===== config.mk =====
export PLATFORM = sky130hd
export DESIGN_NAME = sbus_frame_tx
export DESIGN_NICKNAME = d
export VERILOG_FILES = /design/src/rtl/sbus_tx_pkg.sv /design/src/rtl/sbus_sync.sv /design/src/rtl/sbus_free_timer.sv /design/src/rtl/sbus_bit_src.sv /design/src/rtl/sbus_frame_tx.sv
export SDC_FILE = /design/constraint.sdc
export NUM_CORES = 1
export LEC_CHECK = 0
export ABC_CLOCK_PERIOD_IN_PS = 4800
export BUFFER_PORTS_ARGS = -buffer_cell sky130_fd_sc_hd__buf_2
export CORE_AREA = 10 10 185 187
export DETAILED_ROUTE_END_ITERATION = 8
export DIE_AREA = 0 0 195 197
export PLACE_DENSITY_LB_ADDON = 0.1
export SYNTH_ARGS = -nofsm -noshare
export SYNTH_HDL_FRONTEND = slang
export SYNTH_SLANG_ARGS = --single-unit

===== constraint.sdc =====
create_clock -name clk -period 4.8 [get_ports clk]
set_clock_uncertainty 0.15 [all_clocks]
set_input_delay 0.48 -clock clk [delete_from_list [all_inputs] [get_ports clk]]
set_output_delay 0.48 -clock clk [all_outputs]
set_load 0.01 [all_outputs]

===== src/rtl/sbus_tx_pkg.sv =====
package sbus_tx_pkg;
   typedef enum logic [2:0] {
      TXS_NONE   = 3'd0,
      TXS_OK     = 3'd1,
      TXS_NACK   = 3'd2,
      TXS_ARB    = 3'd3,
      TXS_LOWDRV = 3'd4
   } txs_e;

   typedef enum logic [2:0] {
      PH_IDLE,
      PH_WAIT,
      PH_START,
      PH_BIT,
      PH_DRAIN
   } phase_e;
endpackage


===== src/rtl/sbus_sync.sv =====
module sbus_sync #(
   parameter int STAGES = 2
) (
   input  logic clk,
   input  logic rst_n,
   input  logic d,
   output logic q
);
   generate
      if (STAGES == 0) begin : g_pass
         assign q = d;
      end else if (STAGES == 1) begin : g_one
         logic ff;
         always_ff @(posedge clk or negedge rst_n)
            if (!rst_n) ff <= 1'b1;
            else        ff <= d;
         assign q = ff;
      end else begin : g_chain
         logic [STAGES-1:0] ff;
         always_ff @(posedge clk or negedge rst_n)
            if (!rst_n) ff <= '1;
            else        ff <= {ff[STAGES-2:0], d};
         assign q = ff[STAGES-1];
      end
   endgenerate
endmodule


===== src/rtl/sbus_free_timer.sv =====
module sbus_free_timer #(
   parameter int BIT_US = 2400,
   parameter int SFT_W  = 4
) (
   input  logic             clk,
   input  logic             rst_n,
   input  logic             tick,
   input  logic             line,
   input  logic [SFT_W-1:0] sft,
   output logic             free_ok
);
   localparam int LIMIT = BIT_US * ((1 << SFT_W) - 1) + 1;
   localparam int CNT_W = $clog2(LIMIT + 1);

   logic [CNT_W-1:0] cnt;
   logic [CNT_W-1:0] thr;

   always_ff @(posedge clk or negedge rst_n)
      if (!rst_n)                                cnt <= '0;
      else if (!line)                            cnt <= '0;
      else if (tick && cnt < CNT_W'(LIMIT))      cnt <= cnt + 1'b1;

   assign thr     = CNT_W'(sft) * CNT_W'(BIT_US);
   assign free_ok = line && (cnt > thr);
endmodule


===== src/rtl/sbus_bit_src.sv =====
module sbus_bit_src #(
   parameter int MAX_BYTES = 16,
   parameter int LEN_W     = $clog2(MAX_BYTES + 1),
   parameter int IDX_W     = $clog2(MAX_BYTES)
) (
   input  logic [MAX_BYTES*8-1:0] msg,
   input  logic [LEN_W-1:0]       len,
   input  logic [IDX_W-1:0]       byte_i,
   input  logic [3:0]             slot,
   output logic                   bit_val,
   output logic                   arb_win,
   output logic                   ack_slot,
   output logic                   last_byte,
   output logic                   bcast
);
   logic [7:0] byte_v;

   assign byte_v    = msg[{byte_i, 3'b000} +: 8];
   assign last_byte = (LEN_W'(byte_i) + 1'b1) == len;
   assign arb_win   = (byte_i == '0) && (slot < 4'd4);
   assign ack_slot  = (slot == 4'd9);
   assign bcast     = (msg[3:0] == 4'hF);

   always_comb begin
      if (slot < 4'd8)       bit_val = byte_v[3'd7 - slot[2:0]];
      else if (slot == 4'd8) bit_val = last_byte;
      else                   bit_val = 1'b1;
   end
endmodule


===== src/rtl/sbus_frame_tx.sv =====
module sbus_frame_tx
   import sbus_tx_pkg::*;
#(
   parameter int MAX_BYTES      = 16,
   parameter int SFT_W          = 4,
   parameter int SYNC_STAGES    = 2,
   parameter int START_LOW_US   = 3700,
   parameter int START_TOTAL_US = 4500,
   parameter int ZERO_LOW_US    = 1500,
   parameter int ONE_LOW_US     = 600,
   parameter int BIT_TOTAL_US   = 2400,
   parameter int SAMPLE_US      = 850,
   parameter int CHECK_US       = 1750
) (
   input  logic                          clk,
   input  logic                          rst_n,
   input  logic                          tick_us,
   input  logic                          bus_in,
   input  logic                          tx_req,
   input  logic [MAX_BYTES*8-1:0]        tx_msg,
   input  logic [$clog2(MAX_BYTES+1)-1:0] tx_len,
   input  logic [SFT_W-1:0]              tx_sft,
   output logic                          pull_low,
   output logic                          busy,
   output logic                          done,
   output logic [2:0]                    status,
   output logic                          rx_handoff,
   output logic [1:0]                    handoff_bit
);
   localparam int LEN_W = $clog2(MAX_BYTES + 1);
   localparam int IDX_W = $clog2(MAX_BYTES);
   localparam int T_W   = $clog2(START_TOTAL_US);
   localparam logic [T_W-1:0] T_SLOW   = T_W'(START_LOW_US);
   localparam logic [T_W-1:0] T_SEND   = T_W'(START_TOTAL_US - 1);
   localparam logic [T_W-1:0] T_ZLOW   = T_W'(ZERO_LOW_US);
   localparam logic [T_W-1:0] T_OLOW   = T_W'(ONE_LOW_US);
   localparam logic [T_W-1:0] T_BEND   = T_W'(BIT_TOTAL_US - 1);
   localparam logic [T_W-1:0] T_SAMPLE = T_W'(SAMPLE_US);
   localparam logic [T_W-1:0] T_CHECK  = T_W'(CHECK_US);

   if (MAX_BYTES < 2) begin : g_bad_bytes
      $error("MAX_BYTES must be at least 2");
   end
   if (!(ONE_LOW_US < SAMPLE_US && SAMPLE_US < ZERO_LOW_US &&
         ZERO_LOW_US < CHECK_US && CHECK_US < BIT_TOTAL_US)) begin : g_bad_bit
      $error("bit timing must satisfy one_low < sample < zero_low < check < total");
   end
   if (!(START_LOW_US < START_TOTAL_US && BIT_TOTAL_US < START_TOTAL_US)) begin : g_bad_start
      $error("start bit timing inconsistent");
   end

   phase_e                 ph;
   logic [T_W-1:0]         t;
   logic [IDX_W-1:0]       byte_i;
   logic [3:0]             slot;
   logic [MAX_BYTES*8-1:0] msg_q;
   logic [LEN_W-1:0]       len_q;
   logic [SFT_W-1:0]       sft_q;
   logic                   nack_q;
   txs_e                   status_q;
   logic                   done_q, handoff_q;
   logic [1:0]             hbit_q;

   logic line, free_ok;
   logic bit_val, arb_win, ack_slot, last_byte, bcast;
   logic req_ok;

   sbus_sync #(.STAGES(SYNC_STAGES)) u_sync (
      .clk(clk), .rst_n(rst_n), .d(bus_in), .q(line));

   sbus_free_timer #(.BIT_US(BIT_TOTAL_US), .SFT_W(SFT_W)) u_free (
      .clk(clk), .rst_n(rst_n), .tick(tick_us), .line(line),
      .sft(sft_q), .free_ok(free_ok));

   sbus_bit_src #(.MAX_BYTES(MAX_BYTES), .LEN_W(LEN_W), .IDX_W(IDX_W)) u_src (
      .msg(msg_q), .len(len_q), .byte_i(byte_i), .slot(slot),
      .bit_val(bit_val), .arb_win(arb_win), .ack_slot(ack_slot),
      .last_byte(last_byte), .bcast(bcast));

   assign req_ok = tx_req && (tx_len != '0) && (tx_len <= LEN_W'(MAX_BYTES));

   always_ff @(posedge clk or negedge rst_n) begin
      if (!rst_n) begin
         ph        <= PH_IDLE;
         t         <= '0;
         byte_i    <= '0;
         slot      <= '0;
         msg_q     <= '0;
         len_q     <= '0;
         sft_q     <= '0;
         nack_q    <= 1'b0;
         status_q  <= TXS_NONE;
         done_q    <= 1'b0;
         handoff_q <= 1'b0;
         hbit_q    <= '0;
      end else begin
         done_q    <= 1'b0;
         handoff_q <= 1'b0;
         case (ph)
            PH_IDLE: if (req_ok) begin
               msg_q  <= tx_msg;
               len_q  <= tx_len;
               sft_q  <= tx_sft;
               nack_q <= 1'b0;
               ph     <= PH_WAIT;
            end
            PH_WAIT: if (free_ok) begin
               t  <= '0;
               ph <= PH_START;
            end
            PH_START: if (tick_us) begin
               if (t == T_SEND) begin
                  t      <= '0;
                  byte_i <= '0;
                  slot   <= '0;
                  ph     <= PH_BIT;
               end else begin
                  t <= t + 1'b1;
               end
            end
            PH_BIT: if (tick_us) begin
               if (t == T_SAMPLE && bit_val && (arb_win || ack_slot)) begin
                  if (arb_win && !line) begin
                     status_q  <= TXS_ARB;
                     done_q    <= 1'b1;
                     handoff_q <= 1'b1;
                     hbit_q    <= slot[1:0];
                     ph        <= PH_IDLE;
                  end else begin
                     if (ack_slot) nack_q <= bcast ? !line : line;
                     t <= t + 1'b1;
                  end
               end else if (t == T_CHECK && bit_val) begin
                  if (!line) begin
                     status_q <= TXS_LOWDRV;
                     done_q   <= 1'b1;
                     ph       <= PH_DRAIN;
                  end else if (ack_slot && nack_q) begin
                     status_q <= TXS_NACK;
                     done_q   <= 1'b1;
                     ph       <= PH_IDLE;
                  end else begin
                     t <= t + 1'b1;
                  end
               end else if (t == T_BEND) begin
                  t <= '0;
                  if (ack_slot) begin
                     if (last_byte) begin
                        status_q <= TXS_OK;
                        done_q   <= 1'b1;
                        ph       <= PH_IDLE;
                     end else begin
                        byte_i <= byte_i + 1'b1;
                        slot   <= '0;
                     end
                  end else begin
                     slot <= slot + 1'b1;
                  end
               end else begin
                  t <= t + 1'b1;
               end
            end
            PH_DRAIN: if (line) ph <= PH_IDLE;
            default: ph <= PH_IDLE;
         endcase
      end
   end

   always_comb begin
      pull_low = 1'b0;
      if (ph == PH_START)    pull_low = (t < T_SLOW);
      else if (ph == PH_BIT) pull_low = (t < (bit_val ? T_OLOW : T_ZLOW));
   end

   assign busy        = (ph != PH_IDLE);
   assign done        = done_q;
   assign status      = status_q;
   assign rx_handoff  = handoff_q;
   assign handoff_bit = hbit_q;
endmodule


-- After elaboration in Yosys (flattened, before gate mapping)
Cells that the tools add are included.
- logic and storage cells: 176
- bits of input ports: 142
- output and inout port bits: 9
- bits in registers: 187
- shifts and indexed selects: 1
- mux-type cells: 79
- multiply operators: 1
- $lt $le $gt $ge: 8
- add/sub/neg operators: 6
- reduce and logical (&&, ||, !) cells: 30
- equal/unequal tests: 37
- operator list (kind ; count):
    two-way mux 13 bit ; 10
    variable part select 128 x 8 -> 8 bit ; 1
    two-way mux 3 bit ; 22
    two-way mux 4 bit ; 14
    one-hot mux 13 bit (3 select lines) ; 1
    two-way mux 16 bit ; 2
    two-way mux 1 bit ; 24
    inequality test 2 bit, second input constant ; 12
    inequality test 4 bit, second input constant ; 5
    adder 16 x 1 -> 16 bit, second input constant ; 1
    greater-than comparator 16 bit ; 1
    < comparator 16 bit, second input constant ; 1
    one-hot mux 4 bit (2 select lines) ; 2
    one-hot mux 3 bit (5 select lines) ; 1
    nonzero test 3 bit ; 5
    AND reduction 7 bit ; 2
    adder 13 x 1 -> 13 bit, second input constant ; 1
    equality test 13 x 10 -> 1 bit, second input constant ; 1
    equality test 13 x 11 -> 1 bit, second input constant ; 1
    equality test 13 x 12 -> 1 bit, second input constant ; 1
    equality test 13 bit, second input constant ; 1
    < comparator 13 x 11 -> 1 bit ; 1
    < comparator 13 x 12 -> 1 bit, second input constant ; 1
    equality test 4 bit, second input constant ; 3
    32 further kinds ; 48

-- Logic depth before layout (Yosys ltp)
- depth in word-level cells: 9
- gate-level depth with buffers: 22
- gate-level depth less buffers: 21

-- By module
From an unflattened synthesis, not the netlist that was laid out.
- cells, all modules: 839
- area total of the unflattened synthesis: 10352.4 um2
- by module, submodules not included (module ; times used ; cells an instance ; area an instance (um2) ; seq. area each (um2)):
    sbus_frame_tx ; 1 ; 532 ; 7373.3 ; 4229.1
    sbus_free_timer ; 1 ; 166 ; 1522.7 ; 400.4
    sbus_bit_src ; 1 ; 139 ; 1403.8 ; 0.0
    sbus_sync ; 1 ; 2 ; 52.6 ; 52.6

-- Least setup slack after synthesis
No wires, ideal clock.
- path type: reg2reg
- from: register sft_q[2]
- to: register t[9]
- library setup time: 69 ps
- buffers on the path: 0
- data arrival time: 3998 ps
- stages on the path, launching flop included: 21
- required time: 4581 ps
- period minus slack after synthesis: 4217 ps
- slack: 583 ps
- cells stage by stage: dfrtp_1 -> ha_1 -> inv_1 -> fa_1 -> inv_1 -> ha_1 -> a31oi_1 -> o21bai_1 -> a21o_1 -> a21oi_1 -> nor2b_1 -> xnor2_1 -> ha_1 -> nand4_1 -> nor4_1 -> nor3b_1 -> o41ai_1 -> and2_1 -> or3_1 -> or4_1 -> nand3_1
- word-level cells in the longest chain between the ends: 5
- RTL lines (what ; line ; source):
    start, declared ; sbus_frame_tx.sv:58 ; logic [SFT_W-1:0] sft_q;
    start signal, assigned ; sbus_frame_tx.sv:103 ; sft_q <= tx_sft;
    multiplier 4 x 7 -> 11 bit ; sbus_free_timer.sv:23 ; assign thr = CNT_W'(sft) * CNT_W'(BIT_US);
    greater-than comparator 16 bit ; sbus_free_timer.sv:24 ; assign free_ok = line && (cnt > thr);
    logical AND 1 bit ; sbus_free_timer.sv:24 ;
    inequality test 2 bit (no line) ; - ;
    AND reduction 7 bit (no line) ; - ;
    end signal, assigned ; sbus_frame_tx.sv:118 ; t <= t + 1'b1;
    end signal, assigned ; sbus_frame_tx.sv:131 ; t <= t + 1'b1;
    end signal, assigned ; sbus_frame_tx.sv:143 ; t <= t + 1'b1;
    end, declared ; sbus_frame_tx.sv:53 ; logic [T_W-1:0] t;
Every way passes these cells.
A chain may end at the register's enable or synchronous reset.

-- Worst setup path in the final report
- from: register byte_i[0]
- to: output pull_low
- word-level cells in the longest chain between the ends: 8
- elaborated cells on any way between the ends: 11
- those cells by class: add/sub (1); order compare (1); eq/ne (1); shift (1); mux (7)
- RTL lines (what ; line ; source):
    start, declared ; sbus_frame_tx.sv:54 ; logic [IDX_W-1:0] byte_i;
    start signal, assigned ; sbus_frame_tx.sv:153 ; byte_i <= byte_i + 1'b1;
    variable part select 128 x 8 -> 8 bit or adder 4 x 1 -> 5 bit (tied branches) ; sbus_bit_src.sv:18, sbus_bit_src.sv:19 ;
    binary-select mux 1 bit (select 3 bit) or equality test 5 bit (tied branches) ; sbus_bit_src.sv:25, sbus_bit_src.sv:19 ;
    two-way mux 1 bit, on equally long branches ; sbus_bit_src.sv:25, sbus_bit_src.sv:26 ;
    two-way mux 1 bit (*) ; sbus_bit_src.sv:25 ; if (slot < 4'd8) bit_val = byte_v[3'd7 - slot[2:0]];
    two-way mux 11 bit (*) ; sbus_frame_tx.sv:172 ; else if (ph == PH_BIT) pull_low = (t < (bit_val ? T_OLOW : T_ZLOW));
    < comparator 13 x 11 -> 1 bit (*) ; sbus_frame_tx.sv:172 ;
    two-way mux 1 bit (*) ; sbus_frame_tx.sv:172 ;
    two-way mux 1 bit (*) ; sbus_frame_tx.sv:171 ; if (ph == PH_START) pull_low = (t < T_SLOW);
    end, declared ; sbus_frame_tx.sv:23 ; output logic pull_low,
Every way passes the cells marked *; elsewhere a longest branch is shown, timed or not. The select of a mux whose other input is x is not followed.

==> results.md <==
* Pre-CTS worst setup slack at 0.0521 ns
* Via count at between 7000 and 8000
* Residual DRC at 0
* Final hold violation count at 6
* Via density at slightly above 5
* Root Buffer: clkbuf_16
* Pin count of the biggest net entering global routing at 109
* Core area at a little over 30000 µm²
* WL per Instance at 19.5 µm
* Largest cells by area after synthesis: dfrtp_1, mux2_2, ha_1, mux4_2, mux2i_1
* Crit end category: output pin
* Routability Congestion at 0.812
* Antenna violations before repair at 2
* CP Launch Type: register
* Tot Pwr at 5.24 mW
* PD cells at 426 nW/µm²
* Post-route cell area at ~12000 µm²
* Initial core utilization at 33.8%
* Kind of critical path: register to output pin
* Hold Path Class: input pin to asynchronous set/reset pin
* Grt ovf at 0
* Chip width at just under 200 µm
* Final WL at 27900 µm
* First-pass GRT wire length at between 40000 and 50000 µm
* Fin Setup TNS at 0 ns
* Routing usage on met3 at under 10%
* Post-Syn Nets at 1044
* Layout area overhead at 19.5%
* Grt peak-use layer: met2
* TritonCTS clock tree: built
* Multi-input logic area at 5260 µm²
* DIE AREA at between 30000 and 40000 µm²
* NumNets Final at ~1200
* Fin crit share at 95.4%
* Vias in the first global route at 7822
* Final min period at between 4 and 5 ns
* Fin Hold WS at -0.0172 ns
* Initial DRC Count at 321
* Largest area contributor in the netlist: dfrtp_1
* Fmax at around 0.22 GHz
* Top FF cell, synth: dfrtp_1
* ANT nets after route at 0
* Total GRT Usage at 14.5%
* IO buf count at 150
* Ports at 151
* Endpoints failing setup at 0
* Die Span Y at ~200 µm
* Register area at roughly 4700 µm²
* Outcome: complete, but fails checks
* Worst Tran Pin Value at 0.951 ns
* Worst-path clk slew at 0.07 ns
* Post-synth EDFFs at 0
* Ys Warns at 0
* TritonCTS buffer count at 17
* Synth Instances at 865
* Final Max Tran Viols at 0
* Mapped cell area at 10300 µm²
* Drt pass-1 iters at 4
* Setup ws final at 0.221 ns
* Met2 Usage GRT at 23.6%
* Yosys cell types at a little under 80
* Top cells by count, synth: dfrtp_1, mux2_2, nand2_1
* Met1 usage at 19.0%
* Seq cells post-synth at 187
* Worst VDD drop at 0.000238 V
* WP data required at 4.17 ns
* Clk Latency, worst-skew pair at 0.45 ns
* Final HPWL DP at 20500 µm
* Placed cell areas at 11500 µm²
* Seq/Total Area, Yosys at between 40% and 50%
* CTS H-Tree Depth at 4
* Failing checks: negative hold slack
* Post-synth top area share at between 40 and 50%
* Share of cells above drive strength 1 at 40.4%
* CP Max Fanout at 6
* Avg Inst Size Synth at 11.9 µm²
* RSZ-0062 raised after global routing: no
* FILL cells at 2995
* Count leader, synth: dfrtp_1
* Lkg Pwr at 5.68 nW
* Slew HR at 36.6%
* # clock sinks at 187
* CTS Buffer Depth at 2
* Max-Cap Viols at 0
* WP data arrival at 3.95 ns
* # rows at 64
* Asr flop ratio synth at 100%
## through the flow
step	util (%)	hold slack [ns]	instances
after floorplan	-	0.0344	865
after global placement	37.7	0.203	1378
after detailed placement	37.7	0.203	1378
after CTS	39.8	0.0437	1412
after global routing	40.4	0.0752	1428
final	40.4	-0.0172	1429
## worst max-delay path, stage by stage (launching register included)
cell and delay [ns]:
dfrtp_2 0.47, mux4_1 0.59, o2bb2ai_1 0.16, o21ai_2 0.19, o311ai_2 0.19, a2111oi_4 0.47, a21oi_4 0.11, ha_1 0.30
a31o_2 0.24, a21oi_1 0.13, nor2b_1 0.06, o21ai_0 0.13, and3_1 0.16, a21o_1 0.15, buf_2 0.14
## logic make-up (layout without fill, tap and decap cells)
family | after synthesis | after routing | share of synthesized area [%]
and+or+nand+nor | 202 | 202 | 11.0
muxes | 195 | 195 | 23.2
DFF | 187 | 187 | 45.5
AOI/OAI and AO/OA | 134 | 134 | 9.62
buffers and inverters | 83 | 250 | 3.85
adders and majority gates | 37 | 37 | 4.57
xor gates and xnor gates | 27 | 27 | 2.30
other | 0 | 1 | 0
## report_power, final
group / switching [mW] / internal [mW]
registers: 0.299 / 1.99
clock network: 0.695 / 0.805
logic: 0.639 / 0.806
## worst paths after layout
kind | start | endpoint | slack (ns) | cells after the start
worst max-delay path | byte_i[0] | pull_low | 0.22 | 14
max in group asynchronous | rst_n | msg_q[38] | 3.59 | 2
worst max register to register | sft_q[3] | t[9] | 0.28 | 19
worst min-delay path | rst_n | t[5] | -0.02 | 1
min in group clk | tx_msg[41] | msg_q[41] | 0.11 | 2
worst min register to register | u_sync.g_chain.ff[0] | u_sync.g_chain.ff[1] | 0.21 | 0
## routing by layer
layer / share of wire (%) / wire, µm
met1: 46 / 12900
met2: 48 / 13500
met3: 4.5 / 1270
met4: 0.94 / 263
met5: 0.039 / 11
## final cells by class
cell class,count,share of cell area (%)
sequential,187,38.1
tap,396,4.03
inverter,34,1.04
multi-input combinational,595,42.8
clock buffer,18,3.57
clock inverter,13,1.43
antenna,1,0.0203
timing repair buffer,185,8.98
## sequential cells by signal (all words and copies together) (netlist names)
| register | flops |
|---|---|
| byte_i | 4 |
| rx_handoff | 1 |
| ph | 3 |
| u_free.cnt | 16 |
| msg_q | 128 |
| len_q | 5 |
| t | 13 |
| done | 1 |
| u_sync.g_chain.ff | 2 |
| handoff_bit | 2 |
| slot | 4 |
| sft_q | 4 |
| nack_q | 1 |
| status | 3 |
## cells in the final DEF (no fill, tap or decap), drive strengths merged, types with 18 or more instances in the layout
master	netlist	final
mux2i	25	25
inv	34	40
nand3	31	31
xnor2	19	19
clkbuf	31	20
nor2	23	23
mux4	18	18
buf	18	182
nand2	38	38
mux2	152	152
a21oi	32	32
ha	36	36
dfrtp	185	185
## repair_timing
| action | CTS | global route |
|---|---|---|
| hold buffers | 1 | 0 |
| gates cloned | 0 | 1 |
| hold endpoints to repair | 1 | 0 |
| pin swaps | 1 | 8 |
| setup buffers | 2 | 15 |
| setup endpoints to repair | 2 | 16 |
| resized for setup | 1 | 11 |
Power figures use the tool's default switching activity.
